File: config.mk
export PLATFORM = sky130hd
export DESIGN_NAME = spi_bitclk_gen
export DESIGN_NICKNAME = d
export VERILOG_FILES = /design/src/rtl/spi_bclk_pkg.sv /design/src/rtl/bclk_law_decode.sv /design/src/rtl/bclk_phase_counter.sv /design/src/rtl/bclk_edge_out.sv /design/src/rtl/spi_bitclk_gen.sv
export SDC_FILE = /design/constraint.sdc
export NUM_CORES = 1
export LEC_CHECK = 0
export BUFFER_PORTS_ARGS = -buffer_cell sky130_fd_sc_hd__buf_4
export CAP_MARGIN = 20
export CORE_ASPECT_RATIO = 1.75
export CORE_MARGIN = 4
export CORE_UTILIZATION = 64
export CTS_CLUSTER_SIZE = 28
export DETAILED_ROUTE_END_ITERATION = 8
export GPL_ROUTABILITY_DRIVEN = 0
export PLACE_DENSITY = 0.85
export REMOVE_ABC_BUFFERS = 1
export SLEW_MARGIN = 20
export SYNTH_ARGS = -nofsm -noshare
export SYNTH_HDL_FRONTEND = slang
export SYNTH_HIERARCHICAL = 1
export SYNTH_SLANG_ARGS = --single-unit
File: constraint.sdc
create_clock -name clk -period 6.6 [get_ports clk]
set_clock_uncertainty 0.1 [all_clocks]
set_input_delay 0.33 -clock clk [delete_from_list [all_inputs] [get_ports clk]]
set_output_delay 0.33 -clock clk [all_outputs]
set_load 0.01 [all_outputs]
File: src/rtl/spi_bclk_pkg.sv
package spi_bclk_pkg;

  // Divide law chosen by the select bit of the configuration word
  typedef enum logic {
    LAW_POW2   = 1'b0,
    LAW_LINEAR = 1'b1
  } bclk_law_e;

endpackage

File: src/rtl/bclk_law_decode.sv
module bclk_law_decode
  import spi_bclk_pkg::*;
#(
  parameter int LIN_W  = 8,
  parameter int EXP_W  = 4,
  parameter int HALF_W = 16,
  localparam int SEL_BIT = LIN_W + EXP_W,
  localparam int CFG_W   = SEL_BIT + 1
) (
  input  logic [CFG_W-1:0]  cfg,
  output logic [HALF_W-1:0] half_len
);

  bclk_law_e         law;
  logic [LIN_W-1:0]  lin_n;
  logic [EXP_W-1:0]  exp_n;
  logic [HALF_W-1:0] lin_half;
  logic [HALF_W-1:0] pow_half;

  assign law   = bclk_law_e'(cfg[SEL_BIT]);
  assign lin_n = cfg[LIN_W-1:0];
  assign exp_n = cfg[SEL_BIT-1:LIN_W];

  // Half period in module clocks: n+1 for linear, 2^n for power of two
  assign lin_half = HALF_W'(lin_n) + HALF_W'(1);
  assign pow_half = HALF_W'(1) << exp_n;

  always_comb begin
    unique case (law)
      LAW_LINEAR: half_len = lin_half;
      default:    half_len = pow_half;
    endcase
  end

  always_comb begin
    assert_half_nonzero_R2: assert (half_len != '0);
  end

endmodule

File: src/rtl/bclk_phase_counter.sv
module bclk_phase_counter #(
  parameter int HALF_W = 16
) (
  input  logic              clk,
  input  logic              rst,
  input  logic              run,
  input  logic [HALF_W-1:0] half_in,
  output logic              tick
);

  logic [HALF_W-1:0] cnt_q;
  logic [HALF_W-1:0] half_q;

  // Last cycle of the current half period
  assign tick = run && (cnt_q == half_q - HALF_W'(1));

  always_ff @(posedge clk) begin
    if (rst || !run) begin
      cnt_q  <= '0;
      half_q <= half_in;
    end else if (tick) begin
      cnt_q  <= '0;
      half_q <= half_in;   // new setting taken only at a boundary
    end else begin
      cnt_q  <= cnt_q + HALF_W'(1);
    end
  end

  // the latched length holds for the whole half period
  assert_len_held_R5: assert property (@(posedge clk) disable iff (rst)
    (run && !tick) |=> (half_q == $past(half_q)));

  // the count stays inside the latched half period
  assert_cnt_in_range_R2: assert property (@(posedge clk) disable iff (rst)
    cnt_q < half_q);

  // a stopped divider restarts its count from zero
  assert_idle_clear_R6: assert property (@(posedge clk) disable iff (rst)
    !run |=> (cnt_q == '0));

endmodule

File: src/rtl/bclk_edge_out.sv
module bclk_edge_out (
  input  logic clk,
  input  logic rst,
  input  logic run,
  input  logic tick,
  output logic sclk,
  output logic rise,
  output logic fall
);

  always_ff @(posedge clk) begin
    if (rst || !run) begin
      sclk <= 1'b0;
      rise <= 1'b0;
      fall <= 1'b0;
    end else begin
      rise <= tick && !sclk;
      fall <= tick && sclk;
      if (tick) sclk <= !sclk;
    end
  end

  // strobes are exclusive and agree with the level they announce
  assert_strobe_excl_R7: assert property (@(posedge clk) disable iff (rst)
    $onehot0({rise, fall}));

  assert_rise_level_R7: assert property (@(posedge clk) disable iff (rst)
    rise |-> sclk);

  assert_fall_level_R7: assert property (@(posedge clk) disable iff (rst)
    fall |-> !sclk);

  // a stopped divider leaves the bit clock low
  assert_idle_low_R6: assert property (@(posedge clk) disable iff (rst)
    !run |=> (!sclk && !rise && !fall));

endmodule

File: src/rtl/spi_bitclk_gen.sv
module spi_bitclk_gen #(
  parameter int LIN_W = 8,
  parameter int EXP_W = 4,
  localparam int SEL_BIT = LIN_W + EXP_W,
  localparam int CFG_W   = SEL_BIT + 1,
  localparam int HALF_W  = ((LIN_W + 1) > (1 << EXP_W)) ? (LIN_W + 1) : (1 << EXP_W)
) (
  input  logic             clk,
  input  logic             rst,
  input  logic             en_i,
  input  logic [CFG_W-1:0] cfg_i,
  output logic             sclk_o,
  output logic             rise_o,
  output logic             fall_o
);

  logic [HALF_W-1:0] half_len;
  logic              tick;

  bclk_law_decode #(
    .LIN_W (LIN_W),
    .EXP_W (EXP_W),
    .HALF_W(HALF_W)
  ) u_decode (
    .cfg     (cfg_i),
    .half_len(half_len)
  );

  bclk_phase_counter #(
    .HALF_W(HALF_W)
  ) u_counter (
    .clk    (clk),
    .rst    (rst),
    .run    (en_i),
    .half_in(half_len),
    .tick   (tick)
  );

  bclk_edge_out u_edge (
    .clk (clk),
    .rst (rst),
    .run (en_i),
    .tick(tick),
    .sclk(sclk_o),
    .rise(rise_o),
    .fall(fall_o)
  );

  // outputs quiet right after reset
  assert_reset_quiet_R1: assert property (@(posedge clk)
    rst |=> (!sclk_o && !rise_o && !fall_o));

  // while running, every level change carries its strobe
  assert_change_strobed_R7: assert property (@(posedge clk) disable iff (rst)
    ($past(en_i) && en_i && (sclk_o != $past(sclk_o))) |-> (rise_o || fall_o));

endmodule

# After elaboration in Yosys (flattened, before gate mapping)
# Cells that the tools add are included.
[classes]
n_addsub = 3
eq_ne = 1
n_shift = 1
muxes = 3
reduce_logical = 8
[ops]
columns = ["operator", "count"]
rows = [
  ["$mux 16", 3],
  ["$add 16x1->16 const B", 1],
  ["$eq 16x16->1", 1],
  ["$shl 1x4->16 const A", 1],
  ["$sub 16x1->16 const B", 1],
  ["$add 8x1->9 const B", 1],
  ["$logic_and 1x1->1", 3],
  ["$logic_not 1->1", 2],
  ["$reduce_bool 2->1", 1],
  ["$reduce_or 2->1", 1],
  ["$logic_or 1x1->1", 1],
]
[totals]
register_bits = 35
input_bits = 16
word_cells = 21

# Depth between registers and ports, before layout
# Gate-level depths: netlist of the first run.
[logic_depth]
ltp_word = 5
mapped_depth = 10

# Modules after synthesis
# The synthesis of the first run kept the hierarchy.
[modules_own_cells]
columns = ["mod", "n_inst", "cells_each", "area_per_inst_um2"]
rows = [
  ["bclk_phase_counter", 1, 183, 1781.7],
  ["bclk_law_decode", 1, 53, 315.3],
  ["bclk_edge_out", 1, 7, 103.8],
]

# Worst setup path before layout of the first run
# OpenSTA, ideal clock, no wires.
[synth_timing]
path_kind = "register -> register"
startpoint = "reg u_counter.half_q[0]"
endpoint = "reg u_counter.half_q[0], enable pin"
arrival_ps = 2762
path_slack_ps = 3364
path_stages_with_launch = 9
period_less_slack_ps = 3236
cell_sequence = "edfxtp_1 > inv_1 > ha_1 > or4b_2 > nor4_1 > xnor2_1 > o2111ai_1 > a2111oi_4 > nand2b_1"
[synth_via]
elab_chain_cells = 4
[synth_lines]
columns = ["item", "line", "text"]
rows = [
  ["start: declaration", "bclk_phase_counter.sv:12", "logic [HALF_W-1:0] half_q;"],
  ["start signal: assignment", "bclk_phase_counter.sv:20", "half_q <= half_in;"],
  ["start signal: assignment", "bclk_phase_counter.sv:23", "half_q <= half_in;"],
  ["$sub 16x1->16", "bclk_phase_counter.sv:15", "assign tick = run && (cnt_q == half_q - HALF_W'(1));"],
  ["$eq 16x16->1", "bclk_phase_counter.sv:15", ""],
  ["$logic_and 1x1->1", "bclk_phase_counter.sv:15", ""],
  ["$reduce_bool 2->1 (no source line)", "n/a", ""],
]
# Every way passes these cells.
# A chain may end at the register's enable or synchronous reset.

# Worst setup path after layout of the first run
[layout_timing]
startpoint = "reg u_counter.half_q[0]"
endpoint = "reg u_counter.half_q[3], enable pin"
[layout_via]
elab_chain_cells = 4
[layout_lines]
columns = ["item", "line", "text"]
rows = [
  ["$sub 16x1->16", "bclk_phase_counter.sv:15", ""],
  ["$eq 16x16->1", "bclk_phase_counter.sv:15", ""],
  ["$logic_and 1x1->1", "bclk_phase_counter.sv:15", ""],
  ["named net tick", "spi_bitclk_gen.sv:18", "logic tick;"],
  ["$reduce_bool 2->1 (no source line)", "n/a", ""],
]
# The timed path passes the listed nets, and every way through them passes these cells.

==> flow_results.xml, run 1 <==
<?xml version="1.0" encoding="UTF-8"?>
<metrics>
  <group name="outcome">
    <metric name="run_status" unit="">finished, final reports clean</metric>
  </group>
  <group name="global_routing">
    <metric name="first_global_vias" unit="">1837</metric>
    <metric name="globalRouteMet1Util" unit="%">22.6</metric>
    <metric name="grt_remaining_overflow" unit="">0</metric>
    <metric name="grt_antenna_before_repair" unit="">0</metric>
    <metric name="grt_start_max_net_pins" unit="">21</metric>
    <metric name="grt_pass1_wl" unit="um">8250</metric>
    <metric name="groute.layer.met3.usage" unit="%">4.70</metric>
    <metric name="use_met2" unit="%">49.5</metric>
    <metric name="busiest_layer" unit="">met2</metric>
    <metric name="gr-usage-all-layers" unit="%">25.1</metric>
  </group>
  <group name="sta">
    <metric name="worst_slew_margin_rel" unit="%">54.2</metric>
    <metric name="final-setup-viol-count" unit="">0</metric>
    <metric name="report.final.slew_viol_count" unit="">0</metric>
    <metric name="whs" unit="ns">0.126</metric>
    <metric name="post-route-min-period" unit="ns">3.51</metric>
    <metric name="rsz0062_at_grt" unit="">no</metric>
    <metric name="tightest_slew" unit="ns">0.688</metric>
    <metric name="fmax" unit="MHz">285</metric>
    <metric name="period_utilization" unit="%">53.1</metric>
    <metric name="totalNegativeSetupSlack" unit="ns">0</metric>
    <metric name="final_hold_viol_count" unit="">0</metric>
  </group>
  <group name="yosys">
    <metric name="synth_top_family_by_area" unit="">simple AND/OR/NAND/NOR gates</metric>
    <metric name="synth_edf_count" unit="">16</metric>
    <metric name="synth.cell_area" unit="sq mm">0.00220</metric>
    <metric name="part_of_the_yosys_area_used_for_sequential_elements" unit="%">39.1</metric>
    <metric name="synthesis.yosys.warnings" unit="">6</metric>
    <metric name="synth-compound-area-share" unit="%">7.96</metric>
    <metric name="async_reset_ff_share" unit="%">0</metric>
    <metric name="synth.most_common_cell" unit="">nor2_1</metric>
    <metric name="avgSynthCellArea" unit="sq um">9.06</metric>
    <metric name="ys_seq_elements" unit="">35</metric>
    <metric name="yosys_most_used_dff" unit="">dfxtp_1</metric>
    <metric name="synth_xor_xnor_area_share" unit="%">12.7</metric>
    <metric name="syn_inst" unit="">243</metric>
    <metric name="post_synth_and_or_nand_nor_area_fraction" unit="%">32.7</metric>
    <metric name="post_synth_most_frequent_cells" unit="">nor2_1, nand2_1, xnor2_1, dfxtp_1</metric>
    <metric name="post_synth_fa_ha_maj_area_fraction" unit="%">1.71</metric>
    <metric name="synth_top_cells_by_area" unit="">edfxtp_1, dfxtp_1, xnor2_1, nor2_1, xor2_1</metric>
    <metric name="synthMuxAreaShare" unit="%">1.99</metric>
    <metric name="synth_top_area_share" unit="%">21.8</metric>
    <metric name="synth_largest_area_cell" unit="">edfxtp_1</metric>
    <metric name="synth_cell_types" unit="">48</metric>
  </group>
  <group name="clock_tree">
    <metric name="bufs_on_longest_clock_path" unit="">2</metric>
    <metric name="worstSkewPairLatency" unit="ns">0.29</metric>
    <metric name="cts_htree_levels" unit="">2</metric>
    <metric name="tritoncts" unit="">done</metric>
    <metric name="clock-sinks" unit="">35</metric>
    <metric name="clkSlewWorstSetupHoldPaths" unit="ns">0.07</metric>
    <metric name="numCtsBuffers" unit="">5</metric>
    <metric name="post_cts.repair.setup_buffers" unit="">0</metric>
    <metric name="cts_resized" unit="">0</metric>
    <metric name="clk_root_buffer_cell" unit="">clkbuf_8</metric>
    <metric name="postCtsHoldBufs" unit="">0</metric>
  </group>
  <group name="layout">
    <metric name="post-route-util" unit="%">74.8</metric>
    <metric name="filler_free_cell_count_of_the_finished_design" unit="">306</metric>
    <metric name="layout_stage_area_growth_over_the_synthesis_result" unit="%">10.3</metric>
    <metric name="filler_cell_count" unit="">251</metric>
    <metric name="insertedDiodeCount" unit="">0</metric>
    <metric name="design.final.nets" unit="">281</metric>
    <metric name="drive_above_1_share" unit="%">15.6</metric>
  </group>
  <group name="place">
    <metric name="placedCellCount" unit="">297</metric>
    <metric name="placement.io_buffers" unit="">18</metric>
    <metric name="detailed_place_hpwl" unit="um">3840</metric>
  </group>
  <group name="critical_path">
    <metric name="rr_startpoint" unit="">u_counter/half_q[0]$_DFFE_PP_</metric>
    <metric name="r2r_setup_slack" unit="ns">3.09</metric>
    <metric name="criticalPathCategory" unit="">reg -&gt; reg</metric>
    <metric name="worst_r2r_path_depth" unit="">7</metric>
    <metric name="timing.critical_path.cells" unit="">inv_1 &gt; ha_1 &gt; or4b_2 &gt; o41ai_1 &gt; o2111ai_1 &gt; a2111oi_4 &gt; nand2b_1</metric>
    <metric name="worstSetupEndpointType" unit="">flop</metric>
    <metric name="worst_path_cell_with_the_longest_stage_delay" unit="">or4b_2</metric>
    <metric name="max_stage_delay" unit="ns">0.64</metric>
    <metric name="cp.arrival" unit="ns">3.33</metric>
    <metric name="cp-start-kind" unit="">flop</metric>
    <metric name="crit_fanout" unit="">16</metric>
    <metric name="r2r_end" unit="">u_counter/half_q[3]$_DFFE_PP_</metric>
    <metric name="worstPathRequired" unit="ns">6.42</metric>
  </group>
  <group name="floorplan">
    <metric name="rows" unit="">27</metric>
    <metric name="floorplan.initialDensity" unit="%">67.9</metric>
    <metric name="die-height" unit="um">85.6</metric>
    <metric name="die_width" unit="um">52.3</metric>
    <metric name="io_pins" unit="">19</metric>
    <metric name="floorplan_die_area" unit="sq mm">0.00448</metric>
    <metric name="floorplan.core_area" unit="sq mm">0.00324</metric>
  </group>
  <group name="detailed_routing">
    <metric name="remaining_drc_errors" unit="">0</metric>
    <metric name="via_per_inst" unit="">6.04</metric>
    <metric name="num_vias" unit="">1847</metric>
    <metric name="drt.antenna.violating_nets" unit="">0</metric>
    <metric name="finalWirelength" unit="um">4910</metric>
    <metric name="first_drt_pass_iteration_count" unit="">4</metric>
    <metric name="iteration_0_drc_markers" unit="">40</metric>
    <metric name="average_routed_wire_per_standard_cell" unit="um">16.0</metric>
  </group>
  <group name="power_and_ir_drop">
    <metric name="max-vdd-ir-drop" unit="mV">0.151</metric>
    <metric name="cellLeakagePower" unit="uW">0.000920</metric>
    <metric name="pwr_cell_area" unit="mW/mm^2">194</metric>
  </group>
  <group name="min_path">
    <metric name="whs_endpoint" unit="">u_edge/sclk$_SDFFE_PP0P_</metric>
    <metric name="hold_path.class" unit="">in -&gt; reg</metric>
    <metric name="timing.hold.worst.start" unit="">rst</metric>
    <metric name="worst_hold_path.num_cells" unit="">2</metric>
  </group>
  <group name="job">
    <metric name="max_cap_viol_count" unit="">0</metric>
  </group>
</metrics>
## worst max-delay path by stage
stage	start	endpoint	cells after the start
2_1_floorplan	u_counter/half_q[0]$_DFFE_PP_	u_counter/half_q[0]$_DFFE_PP_	8
3_3_place_gp	u_counter/half_q[0]$_DFFE_PP_	u_counter/half_q[0]$_DFFE_PP_	8
3_5_place_dp	u_counter/half_q[0]$_DFFE_PP_	u_counter/half_q[0]$_DFFE_PP_	7
4_1_cts	u_counter/half_q[0]$_DFFE_PP_	u_counter/half_q[0]$_DFFE_PP_	7
5_1_grt	u_counter/half_q[0]$_DFFE_PP_	u_counter/half_q[2]$_DFFE_PP_	7
6_report	u_counter/half_q[0]$_DFFE_PP_	u_counter/half_q[3]$_DFFE_PP_	7
## through the flow
stage / worst slack [ns] / area (sq um) / power [uW]
global placement: 2.67 / 2330 / 319
finish: 3.09 / 2430 / 470
detailed placement: 2.57 / 2330 / 322
floorplan: 3.07 / 2140 / 297
global route: 2.82 / 2430 / 491
CTS: 2.56 / 2420 / 471
## power breakdown
group	switching [uW]	leakage, uW	internal (uW)	total [uW]
sequential	13.6	0.000325	237	251
clock	77.9	0.0000455	73.9	152
combinational	35.0	0.000550	32.0	67.0
## critical path: cells and delay by family (launching register included)
kind | cells | cell delay [ns]
flops | 1 | 0.44
fa+ha+maj | 1 | 0.23
buf+inv | 1 | 0.09
compound gates | 3 | 1.01
simple gates | 2 | 1.26
## flip-flops by register name (all words and copies together) (netlist names)
signal / cells
u_edge/rise: 1
u_edge/fall: 1
u_counter/cnt_q: 16
u_edge/sclk: 1
u_counter/half_q: 16
## layout make-up
cell class	instances	area, sq um	area share (%)
Inverter	7	26.3	1.08
Sequential cell	35	861	35.5
Multi-Input combinational cell	194	1260	51.9
Tap cell	43	53.8	2.22
Clock inverter	2	11.3	0.464
Timing Repair Buffer	19	143	5.88
Clock buffer	6	72.6	2.99
## cells by family (layout without fill, tap and decap cells)
family | count (synthesis) | after routing
compound gates | 22 | 22
xor+xnor | 32 | 32
fa+ha+maj | 3 | 3
buf+inv | 14 | 34
flops | 35 | 35
mux | 3 | 3
simple gates | 134 | 134
## placed cells by master (no fill, tap or decap), drive strengths merged, types with 2 or more instances in the layout
master,instances
and3,2
xnor2,21
o41ai,2
nor2,36
or4,8
nor4b,2
nor3b,3
a31oi,2
nand2,24
dfxtp,19
o21ai,5
o31ai,3
o211ai,5
nor3,8
nor2b,6
nand2b,7
ha,3
edfxtp,16
nand4,7
nor4,2
clkbuf,6
xor2,11
or2,2
nand3,16
buf,19
or3,3
inv,8
## routing by layer
metal	wire, um	vias up	share of wire (%)
li1	-	906	-
met1	1650	875	34
met2	2850	52	58
met3	227	14	4.6
met4	172	0	3.5
met5	0	-	0
Note: power is estimated with default switching activity, not from simulation.
==> run 2: changes to the inputs <==
--- a/config.mk
+++ b/config.mk
@@ -9,11 +9,11 @@
 export CAP_MARGIN = 20
 export CORE_ASPECT_RATIO = 1.75
 export CORE_MARGIN = 4
-export CORE_UTILIZATION = 64
+export CORE_UTILIZATION = 59
 export CTS_CLUSTER_SIZE = 28
 export DETAILED_ROUTE_END_ITERATION = 8
 export GPL_ROUTABILITY_DRIVEN = 0
-export PLACE_DENSITY = 0.85
+export PLACE_DENSITY = 0.79
 export REMOVE_ABC_BUFFERS = 1
 export SLEW_MARGIN = 20
 export SYNTH_ARGS = -nofsm -noshare
==> constraint.sdc (replaced) <==
create_clock -name clk -period 3.4 [get_ports clk]
set_clock_uncertainty 0.1 [all_clocks]
set_input_delay 0.17 -clock clk [delete_from_list [all_inputs] [get_ports clk]]
set_output_delay 0.17 -clock clk [all_outputs]
set_load 0.01 [all_outputs]
==> run 2 against run 1 <==
Effect of this change: clock power up 110%; final area increased by 1.4%; maximum frequency increased by 17%; via count shrank 0.87%; first-iteration DRC count shrank 7.5%; sequential power increased by 94%; combinational power grew 97%; register-to-register slack worse by 2.7 ns; critical endpoint is now u_counter/half_q[5]$_DFFE_PP_; highest routed layer unchanged.
==> flow_results.xml, run 2 (synthesized netlist as in run 1, its figures left out) <==
<?xml version="1.0" encoding="UTF-8"?>
<metrics>
  <group name="outcome">
    <metric name="run_status" unit="">finished, final reports clean</metric>
  </group>
  <group name="critical_path">
    <metric name="cp-start-kind" unit="">flop</metric>
    <metric name="r2r_end" unit="">u_counter/half_q[5]$_DFFE_PP_</metric>
    <metric name="crit_fanout" unit="">16</metric>
    <metric name="r2r_setup_slack" unit="ns">0.42</metric>
    <metric name="rr_startpoint" unit="">u_counter/half_q[0]$_DFFE_PP_</metric>
    <metric name="criticalPathCategory" unit="">reg -&gt; reg</metric>
    <metric name="cp.arrival" unit="ns">2.88</metric>
    <metric name="worst_r2r_path_depth" unit="">9</metric>
    <metric name="worstPathRequired" unit="ns">3.29</metric>
    <metric name="worstSetupEndpointType" unit="">flop</metric>
  </group>
  <group name="layout">
    <metric name="largestRegisters" unit="">u_counter/cnt_q: 16 flops, u_counter/half_q: 16 flops</metric>
    <metric name="design.final.nets" unit="">284</metric>
    <metric name="mostFrequentLayoutCell" unit="">nor2_1</metric>
    <metric name="layout_stage_area_growth_over_the_synthesis_result" unit="%">11.9</metric>
    <metric name="insertedDiodeCount" unit="">0</metric>
    <metric name="layout.cells.most_common_list" unit="">nor2_1, nand2_1, buf_4, xnor2_1, dfxtp_1</metric>
    <metric name="drive_above_1_share" unit="%">16.2</metric>
  </group>
  <group name="clock_tree">
    <metric name="post_cts.repair.setup_buffers" unit="">0</metric>
    <metric name="bufs_on_longest_clock_path" unit="">2</metric>
    <metric name="cts_resized" unit="">0</metric>
    <metric name="postCtsHoldBufs" unit="">1</metric>
    <metric name="worstSkewPairLatency" unit="ns">0.30</metric>
    <metric name="clkSlewWorstSetupHoldPaths" unit="ns">0.07</metric>
    <metric name="numCtsBuffers" unit="">5</metric>
    <metric name="clock-sinks" unit="">35</metric>
    <metric name="cts_htree_levels" unit="">2</metric>
    <metric name="clk_root_buffer_cell" unit="">clkbuf_8</metric>
    <metric name="tritoncts" unit="">done</metric>
  </group>
  <group name="floorplan">
    <metric name="die-height" unit="um">88.8</metric>
    <metric name="die_width" unit="um">54.2</metric>
    <metric name="floorplan.core_area" unit="sq mm">0.00363</metric>
    <metric name="rows" unit="">29</metric>
    <metric name="floorplan_die_area" unit="sq mm">0.00481</metric>
    <metric name="io_pins" unit="">19</metric>
    <metric name="floorplan.initialDensity" unit="%">60.7</metric>
  </group>
  <group name="detailed_routing">
    <metric name="remaining_drc_errors" unit="">0</metric>
    <metric name="via_per_inst" unit="">5.87</metric>
    <metric name="num_vias" unit="">1831</metric>
    <metric name="finalWirelength" unit="um">4910</metric>
    <metric name="first_drt_pass_iteration_count" unit="">4</metric>
    <metric name="average_routed_wire_per_standard_cell" unit="um">15.7</metric>
    <metric name="iteration_0_drc_markers" unit="">37</metric>
    <metric name="drt.antenna.violating_nets" unit="">0</metric>
  </group>
  <group name="global_routing">
    <metric name="grt_pass1_wl" unit="um">8070</metric>
    <metric name="gr-usage-all-layers" unit="%">23.6</metric>
    <metric name="grt_start_max_net_pins" unit="">20</metric>
    <metric name="first_global_vias" unit="">1769</metric>
    <metric name="grt_antenna_before_repair" unit="">0</metric>
    <metric name="grt_remaining_overflow" unit="">0</metric>
  </group>
  <group name="sta">
    <metric name="rsz0062_at_grt" unit="">no</metric>
    <metric name="fmax" unit="MHz">335</metric>
    <metric name="post-route-min-period" unit="ns">2.98</metric>
    <metric name="period_utilization" unit="%">87.8</metric>
    <metric name="report.final.slew_viol_count" unit="">0</metric>
    <metric name="worst_slew_margin_rel" unit="%">57.7</metric>
    <metric name="finalWorstSetupSlack" unit="ns">0.416</metric>
    <metric name="final-setup-viol-count" unit="">0</metric>
    <metric name="tightest_slew" unit="ns">0.634</metric>
    <metric name="final_hold_viol_count" unit="">0</metric>
    <metric name="totalNegativeSetupSlack" unit="ns">0</metric>
  </group>
  <group name="min_path">
    <metric name="whs_endpoint" unit="">u_edge/sclk$_SDFFE_PP0P_</metric>
    <metric name="timing.hold.worst.start" unit="">en_i</metric>
    <metric name="worst_hold_path.num_cells" unit="">2</metric>
    <metric name="hold_path.class" unit="">in -&gt; reg</metric>
  </group>
  <group name="power_and_ir_drop">
    <metric name="max-vdd-ir-drop" unit="mV">0.334</metric>
    <metric name="cellLeakagePower" unit="uW">0.000928</metric>
    <metric name="post-layout-total-power" unit="uW">931</metric>
    <metric name="pwr_cell_area" unit="mW/mm^2">378</metric>
  </group>
  <group name="place">
    <metric name="detailed_place_hpwl" unit="um">3850</metric>
    <metric name="placement.io_buffers" unit="">18</metric>
    <metric name="place_ws" unit="ns">0.403</metric>
  </group>
  <group name="job">
    <metric name="max_cap_viol_count" unit="">0</metric>
  </group>
</metrics>
==> run 2: cell types whose count changed in the layout (fill, tap and decap cells not counted), sizes merged <==
| cell | previous run | this run |
|---|---|---|
| clkinvlp | 0 | 2 |
| clkbuf | 6 | 5 |
| buf | 19 | 21 |
| dlygate4sd3 | 0 | 1 |
| clkinv | 1 | 0 |
==> run 2: final cells by class <==
cell class	count	area [sq um]
Fill cell	305	1170
Tap cell	46	57.6
Clock inverter	3	23.8
Clock buffer	5	68.8
Multi-Input combinational cell	194	1260
Sequential cell	35	861
Inverter	7	26.3
Timing Repair Buffer	22	168
==> run 2: worst max path at each step <==
stage	endpoint	from	cells past startpoint	slack [ns]
floorplan	u_counter/half_q[0]$_DFFE_PP_	u_counter/half_q[0]$_DFFE_PP_	8	-0.13
global placement	u_counter/half_q[15]$_DFFE_PP_	u_counter/half_q[0]$_DFFE_PP_	9	0.49
detailed placement	u_counter/half_q[12]$_DFFE_PP_	u_counter/half_q[0]$_DFFE_PP_	9	0.40
CTS	u_counter/half_q[5]$_DFFE_PP_	u_counter/half_q[0]$_DFFE_PP_	9	0.39
global route	u_counter/half_q[5]$_DFFE_PP_	u_counter/half_q[0]$_DFFE_PP_	8	0.22
finish	u_counter/half_q[5]$_DFFE_PP_	u_counter/half_q[0]$_DFFE_PP_	9	0.42
==> run 2: worst max-delay path: stages (launching register included) <==
cell and delay [ns]:
edfxtp_1 0.44, inv_1 0.08, ha_1 0.22, or4b_2 0.65
nor4_1 0.25, xnor2_1 0.16, o2111ai_1 0.16, a2111oi_4 0.24
nand2b_1 0.15, buf_4 0.22
==> run 2: layer usage <==
| layer | wire length, um | GRT usage (%) | up-vias |
|---|---|---|---|
| met5 | 0 | 0 | - |
| met4 | 199 | 13.2 | 0 |
| met3 | 185 | 4.55 | 17 |
| met2 | 2800 | 44.2 | 52 |
| met1 | 1720 | 22.5 | 848 |
| li1 | - | - | 914 |
==> run 2: per-stage QoR <==
stage	std cells	utilization (%)	cell area, sq um	hold WS (ns)
finish	312	67.9	2460	0.0538
floorplan	236	-	2140	0.140
global placement	303	65.0	2360	0.268
detailed placement	303	65.0	2360	0.266
CTS	312	67.9	2460	0.0496
global route	312	67.9	2460	0.0553
==> run 2: power by group <==
| part | leakage [uW] | internal, uW | switching [uW] | total (uW) |
|---|---|---|---|---|
| clock | 0.0000408 | 146 | 165 | 312 |
| combinational | 0.000563 | 64.0 | 68.0 | 132 |
| sequential | 0.000325 | 460 | 26.7 | 487 |
| total | 0.000928 | 670 | 260 | 931 |
